File: config.mk
export PLATFORM = sky130hd
export DESIGN_NAME = sar_adc_ctrl
export DESIGN_NICKNAME = d
export VERILOG_FILES = /design/src/rtl/sar_adc_pkg.sv /design/src/rtl/sar_adc_seq.sv /design/src/rtl/sar_adc_path.sv /design/src/rtl/sar_adc_ctrl.sv
export SDC_FILE = /design/constraint.sdc
export NUM_CORES = 1
export LEC_CHECK = 0
export BUFFER_PORTS_ARGS = -buffer_cell sky130_fd_sc_hd__buf_2
export CAP_MARGIN = 0
export CORE_UTILIZATION = 59
export DETAILED_ROUTE_END_ITERATION = 8
export MAX_ROUTING_LAYER = met4
export PLACE_DENSITY_LB_ADDON = 0.12
export SKIP_CTS_REPAIR_TIMING = 1
export SYNTH_ARGS = -nofsm -noshare
export SYNTH_HDL_FRONTEND = slang
export SYNTH_SLANG_ARGS = --single-unit
File: constraint.sdc
create_clock -name clk -period 4.9 [get_ports clk]
set_input_delay 0.735 -clock clk [delete_from_list [all_inputs] [get_ports clk]]
set_output_delay 0.735 -clock clk [all_outputs]
set_load 0.03 [all_outputs]
File: src/rtl/sar_adc_pkg.sv
package sar_adc_pkg;
  // strobes from the sequencer to the datapath, one cycle each
  typedef struct packed {
    logic clear;  // start request: empty the trial register
    logic load;   // first internal tick after start: try the MSB
    logic trial;  // internal tick: resolve the bit under the marker
    logic done;   // trial on the last marker stage
  } sarStrobe_t;
endpackage

File: src/rtl/sar_adc_seq.sv
module sar_adc_seq
  import sar_adc_pkg::*;
#(
  parameter int WIDTH   = 8,
  parameter int DIV     = 8,
  parameter int SET_LEN = 8
) (
  input  logic             clk,
  input  logic             rst,
  input  logic             startReq,
  input  logic             readReq,
  output sarStrobe_t       strobe,
  output logic [WIDTH-1:0] trialMask,
  output logic             intrN
);
  localparam int DIV_W = (DIV > 1) ? $clog2(DIV) : 1;
  localparam int SET_W = (SET_LEN > 1) ? $clog2(SET_LEN) : 1;
  localparam logic [WIDTH-1:0] MSB_MARK = {1'b1, {(WIDTH-1){1'b0}}};

  logic [DIV_W-1:0] divCnt;
  logic             tick;
  logic             armed;
  logic [WIDTH-1:0] marker;
  logic [SET_W-1:0] setCnt;
  logic             intrFlag;

  assign tick = (divCnt == DIV_W'(DIV - 1));

  always_ff @(posedge clk) begin
    if (rst || tick) divCnt <= '0;
    else             divCnt <= divCnt + 1'b1;
  end

  // marker shift register; armed waits for the first tick after start
  always_ff @(posedge clk) begin
    if (rst) begin
      armed  <= 1'b0;
      marker <= '0;
    end else if (startReq) begin
      armed  <= 1'b1;
      marker <= '0;
    end else if (tick && armed) begin
      armed  <= 1'b0;
      marker <= MSB_MARK;
    end else if (tick && (|marker)) begin
      marker <= marker >> 1;
    end
  end

  always_comb begin
    strobe.clear = startReq;
    strobe.load  = !startReq && tick && armed;
    strobe.trial = !startReq && tick && !armed && (|marker);
    strobe.done  = strobe.trial && marker[0];
  end
  assign trialMask = marker;

  // interrupt flip-flop: start clears, set pulse dominates read clear
  always_ff @(posedge clk) begin
    if (rst || startReq) begin
      setCnt   <= '0;
      intrFlag <= 1'b0;
    end else if (strobe.done) begin
      setCnt   <= SET_W'(SET_LEN - 1);
      intrFlag <= 1'b1;
    end else if (setCnt != '0) begin
      setCnt   <= setCnt - 1'b1;
      intrFlag <= 1'b1;
    end else if (readReq) begin
      intrFlag <= 1'b0;
    end
  end
  assign intrN = !intrFlag;
endmodule

File: src/rtl/sar_adc_path.sv
module sar_adc_path
  import sar_adc_pkg::*;
#(
  parameter int WIDTH = 8
) (
  input  logic             clk,
  input  logic             rst,
  input  sarStrobe_t       strobe,
  input  logic [WIDTH-1:0] trialMask,
  input  logic             cmpIn,
  input  logic             readReq,
  output logic [WIDTH-1:0] dacCode,
  output logic [WIDTH-1:0] dataOut
);
  localparam logic [WIDTH-1:0] MSB_MARK = {1'b1, {(WIDTH-1){1'b0}}};

  logic [WIDTH-1:0] sarQ;
  logic [WIDTH-1:0] resultQ;
  logic [WIDTH-1:0] keepCode;

  assign keepCode = cmpIn ? sarQ : (sarQ & ~trialMask);

  always_ff @(posedge clk) begin
    if (rst) begin
      sarQ    <= '0;
      resultQ <= '0;
    end else begin
      if (strobe.clear)      sarQ <= '0;
      else if (strobe.load)  sarQ <= MSB_MARK;
      else if (strobe.trial) sarQ <= keepCode | (trialMask >> 1);
      if (strobe.done) resultQ <= keepCode;
    end
  end

  assign dacCode = sarQ;
  assign dataOut = readReq ? resultQ : '0;
endmodule

File: src/rtl/sar_adc_ctrl.sv
module sar_adc_ctrl
  import sar_adc_pkg::*;
#(
  parameter int WIDTH   = 8,
  parameter int DIV     = 8,
  parameter int SET_LEN = 8
) (
  input  logic             clk,
  input  logic             rst,
  input  logic             csN,
  input  logic             wrN,
  input  logic             rdN,
  input  logic             cmpIn,
  output logic [WIDTH-1:0] dacCode,
  output logic [WIDTH-1:0] dataOut,
  output logic             dataValid,
  output logic             intrN
);
  logic             startReq;
  logic             readReq;
  sarStrobe_t       strobe;
  logic [WIDTH-1:0] trialMask;

  assign startReq  = !csN && !wrN;
  assign readReq   = !csN && !rdN;
  assign dataValid = readReq;

  sar_adc_seq #(.WIDTH(WIDTH), .DIV(DIV), .SET_LEN(SET_LEN)) seq_i (
    .clk(clk), .rst(rst), .startReq(startReq), .readReq(readReq),
    .strobe(strobe), .trialMask(trialMask), .intrN(intrN)
  );

  sar_adc_path #(.WIDTH(WIDTH)) path_i (
    .clk(clk), .rst(rst), .strobe(strobe), .trialMask(trialMask),
    .cmpIn(cmpIn), .readReq(readReq), .dacCode(dacCode), .dataOut(dataOut)
  );
endmodule

==> Word level (Yosys, flattened, before mapping) <==
Cells that the tools add are included.
{ "word_totals": {"ff_bits": 32, "latchBits": 0, "ramBits": 0, "romBits": 0, "out_inout_bits": 18, "elab_cells": 55, "n_memories": 0} }
{ "classes": {"add_sub_neg": 2, "mul": 0, "div_mod_pow": 0, "order_cmp": 0, "n_eq_ne": 1, "n_shift": 0, "mux": 13, "bitwise": 3, "n_reduce_logical": 27} }
{ "ops": {"columns": ["operator", "count"], "rows": [
  ["two-way mux 8 bit", 6],
  ["logical AND 1 bit", 9],
  ["AND 8 bit", 1],
  ["inverter 8 bit", 1],
  ["bitwise OR 8 x 7 -> 8 bit", 1],
  ["nonzero test 2 bit", 4],
  ["OR reduction 8 bit", 1],
  ["logical NOT 1 bit", 6],
  ["two-way mux 3 bit", 2],
  ["nonzero test 3 bit", 2],
  ["OR reduction 3 bit", 2],
  ["two-way mux 1 bit", 5],
  ["adder 3 x 1 -> 3 bit, second input constant", 1],
  ["== test 3 bit, second input constant", 1],
  ["subtractor 3 x 1 -> 3 bit, second input constant", 1],
  ["logical OR 1 bit", 2],
  ["OR reduction 2 bit", 1]
]} }

==> Depth between registers and ports, before layout <==
{ "depth": {"depth_word": 8, "depth_mapped": 8, "ltp_nobuf": 5} }

==> Modules after synthesis <==
From an unflattened synthesis, not the netlist that was laid out.
{ "unflattened": {"cells_unflattened": 155, "hier_area_um2": 1421.4} }
{ "by_module_without_submodules": {"columns": ["module", "instances", "cells_per_inst", "area_each_um2", "seq_area_each_um2"], "rows": [
  ["sar_adc_path", 1, 87, 745.7, 320.3],
  ["sar_adc_seq", 1, 66, 668.1, 320.3],
  ["sar_adc_ctrl", 1, 2, 7.5, 0.0]
]} }

==> Least setup slack after synthesis <==
No wires, ideal clock.
{ "synth_path": {"path_type": "in2out", "start": "input csN", "end": "output dataOut[0]", "arrival_ps": 1735, "required_time_ps": 4165, "setup_slack_ps": 2430, "path_stages": 2, "path_cell_list": "nor2_1 > and2_1"} }
{ "synth_between": {"elab_chain_cells": 3} }
{ "synth_lines": {"columns": ["item", "line_no", "text"], "rows": [
  ["from (decl)", "sar_adc_ctrl.sv:10", "input logic csN,"],
  ["logical NOT 1 bit", "sar_adc_ctrl.sv:25", "assign readReq = !csN && !rdN;"],
  ["logical AND 1 bit", "sar_adc_ctrl.sv:25", null],
  ["two-way mux 8 bit", "sar_adc_path.sv:36", "assign dataOut = readReq ? resultQ : '0;"],
  ["to (decl)", "sar_adc_ctrl.sv:15", "output logic [WIDTH-1:0] dataOut,"]
]} }
Every way passes these cells.

==> Worst setup path after layout <==
{ "layout_path": {"start": "input csN", "end": "output dataOut[7]"} }
Same word-level chain as after synthesis.

==> results.py <==
metrics = {
    "grt": {
        "track_usage_pct": 23.4,
        "grt_pass1_wl_um": 4430,
        "antenna_found_initial": 0,
        "met2_usage_pct": 37.4,
        "met1_usage_pct": 28.0,
        "grt_pass1_vias": 1003,
        "gr-total-overflow": 0,
        "grt_max_degree": 22,
        "met3_usage_pct": 5.26,
        "gr-max-usage-layer": "met2",
    },
    "detailed_routing": {
        "drt-pass1-iter-count": 4,
        "wl_per_cell_um": 12.6,
        "drtAntennaViolNets": 0,
        "remaining_drc_errors": 0,
        "wl_um": 2540,
        "drt-initial-drc-count": 28,
        "avgViaCountPerCell": 5.40,
        "num_vias": 1085,
    },
    "critical_path": {
        "startpoint_type": "input port",
        "path_class": "input port to primary output",
        "reg2regPathDepth": 5,
        "cp.arrival_ps": 1660,
        "cpPeakStageDelay_ps": 410,
        "required_ps": 4160,
        "cp_slowest_cell": "nor2_1",
        "worst_setup_path_end_kind": "primary output",
        "path_common_cell": "buf_2",
        "worstPathMaxFanout": 10,
        "cp_cell_sequence": "buf_2 > nor2_1 > and2_1 > buf_2",
    },
    "timing": {
        "setup_violations": 0,
        "hold_viol_final": 0,
        "tightest_slew_ps": 655,
        "fin_ws_ps": 2500,
        "fin_skew_ps": 5.83,
        "rsz0062_at_grt": "no",
        "clock.fmax_mhz": 417,
        "fin_crit_sh_pct": 48.9,
        "min_period_ps": 2400,
        "finalSetupTns_ps": 0,
        "drv_slew": 0,
        "holdWs_ps": 438,
        "slew_headroom_pct": 56.3,
    },
    "yosys": {
        "synth.avg_cell_area_um2": 9.64,
        "ys_seq_elements": 32,
        "synthesis.area_mm2": 0.00146,
        "synth_area_leaders": "dfxtp_1 (44%), mux2i_1 (12%), nand2b_1 (7.7%), a21oi_1 (4.5%), nand3b_1 (4.1%)",
        "syn_nets": 161,
        "yosysWarnings": 0,
        "synth_top_area_share_pct": 44.0,
        "syn_inst": 151,
        "synth_cell_types": 26,
        "yosysTopAreaCell": "dfxtp_1",
        "ys_seq_area_share_pct": 44.0,
    },
    "final_layout": {
        "final_cell_area_mm2": 0.00161,
        "diodes": 0,
        "fin_nets": 182,
        "syn2layout_area_growth_pct": 10.6,
        "n_fill_cell": 193,
        "fin_cells": 201,
        "mostFrequentLayoutCells": "dfxtp_1 (32), buf_2 (23), nand2b_1 (18)",
        "post-route-util_pct": 70.7,
        "mostFrequentLayoutCell": "dfxtp_1",
        "drive_gt1_share_pct": 19.1,
    },
    "floorplan": {
        "start_util_pct": 63.9,
        "die_h_um": 51.7,
        "core_mm2": 0.00228,
        "rows": 17,
        "fp.dieArea_mm2": 0.00267,
        "fp.dieW_um": 51.7,
        "io-pin-count": 24,
    },
    "place": {
        "pre_cts_ws_ps": 2490,
        "placedCellCount": 193,
        "portBuffers": 23,
        "place.gp.congestion": 0.823,
        "dp_hpwl_um": 1830,
        "postPlaceCellArea_mm2": 0.00155,
    },
    "power": {
        "pwr-share-seq_pct": 51.2,
        "p_clk_share_pct": 27.5,
        "power_mw": 0.553,
        "p_leak_nw": 0.659,
        "power_switching_mw": 0.147,
        "p_sw_share_pct": 26.6,
        "ir_worst_vdd_v": 0.000285,
        "p_comb_share_pct": 21.3,
        "p_int_mw": 0.406,
        "cellPowerDensity_mw_per_mm2": 344,
    },
    "clocking": {
        "cts_max_level": 2,
        "clkTransAtPathRegs_ps": 80,
        "tritoncts": "built",
        "max-clock-path-buffers": 2,
        "cts_buffers": 5,
        "cts.sinks": 32,
        "clockRootBuffer": "clkbuf_4",
        "worstSkewPairLatency_ps": 320,
    },
    "run": {
        "drv_cap": 0,
    },
    "min_path": {
        "min_path_cells": 1,
        "hold_class": "register to register",
    },
    "run_status": {
        "outcome": "finished, final reports clean",
    },
}
-- metal layers --
metal / wire length, µm / vias up
met5: 0 / -
met4: 38 / 0
met3: 86 / 5
met2: 1200 / 21
met1: 1210 / 497
li1: - / 562
-- worst max-delay path, delay by kind of cell --
kind                   cells  cell delay [ps]
buffers and inverters      2              310
AND/OR/NAND/NOR            2              610
-- kinds of logic (layout without fill, tap and decap cells) --
logic type      after synthesis  count (layout)  share of synthesized area, %
buf+inv                      13              35                          4.81
xor+xnor                      1               1                         0.602
simple gates                 60              60                          24.8
flops                        32              32                          44.0
mux                          18              18                          12.5
compound gates               23              23                          9.89
fa+ha+maj                     4               4                          3.44
-- cells in the mapped netlist --
master / n
nand3_4: 1
nor2_1: 11
and2_1: 8
o31ai_1: 6
mux2_2: 1
buf_4: 3
and2b_1: 1
o21ba_2: 1
clkbuf_1: 3
ha_1: 4
inv_1: 4
or2_2: 1
a21o_1: 1
nand3b_1: 8
buf_6: 1
nor3b_1: 2
nand2b_1: 18
xnor2_1: 1
o21bai_1: 1
mux2i_1: 17
nor3_1: 3
o41ai_1: 1
a21oi_1: 13
buf_2: 2
dfxtp_1: 32
nand3_1: 7
-- area by class of cell --
cell class | count | area, µm² | share of cell area (%)
Sequential cell | 32 | 641 | 39.8
Tap cell | 28 | 35.0 | 2.18
Timing Repair Buffer | 23 | 115 | 7.15
Multi-Input combinational cell | 106 | 744 | 46.3
Inverter | 4 | 15.0 | 0.933
Clock buffer | 8 | 58.8 | 3.65
-- sequential cells by signal (all words and copies together), names as in the netlist --
| signal | flops |
|---|---|
| path_i.resultQ | 8 |
| seq_i.trialMask | 8 |
| seq_i.armed | 1 |
| seq_i.setCnt | 3 |
| seq_i.divCnt | 3 |
| seq_i.intrFlag | 1 |
| path_i.dacCode | 8 |
-- power by group through the flow --
| stage | Sequential, mW | Combinational [mW] | Clock, mW |
|---|---|---|---|
| finish | 0.283 | 0.118 | 0.152 |
| CTS | 0.283 | 0.119 | 0.157 |
| detailed placement | 0.290 | 0.119 | 0 |
| global placement | 0.289 | 0.110 | 0 |
| global route | 0.284 | 0.136 | 0.166 |
| floorplan | 0.288 | 0.0975 | 0 |
-- worst paths after layout --
path | startpoint | end | slack (ps)
setup reg to reg | seq_i.divCnt[0] | path_i.resultQ[0] | 2900
setup / recovery | csN | dataOut[7] | 2500
hold reg to reg | seq_i.divCnt[0] | seq_i.divCnt[0] | 440
hold / removal | seq_i.divCnt[0] | seq_i.divCnt[0] | 440
No activity file was read; power rests on OpenSTA's default activity.
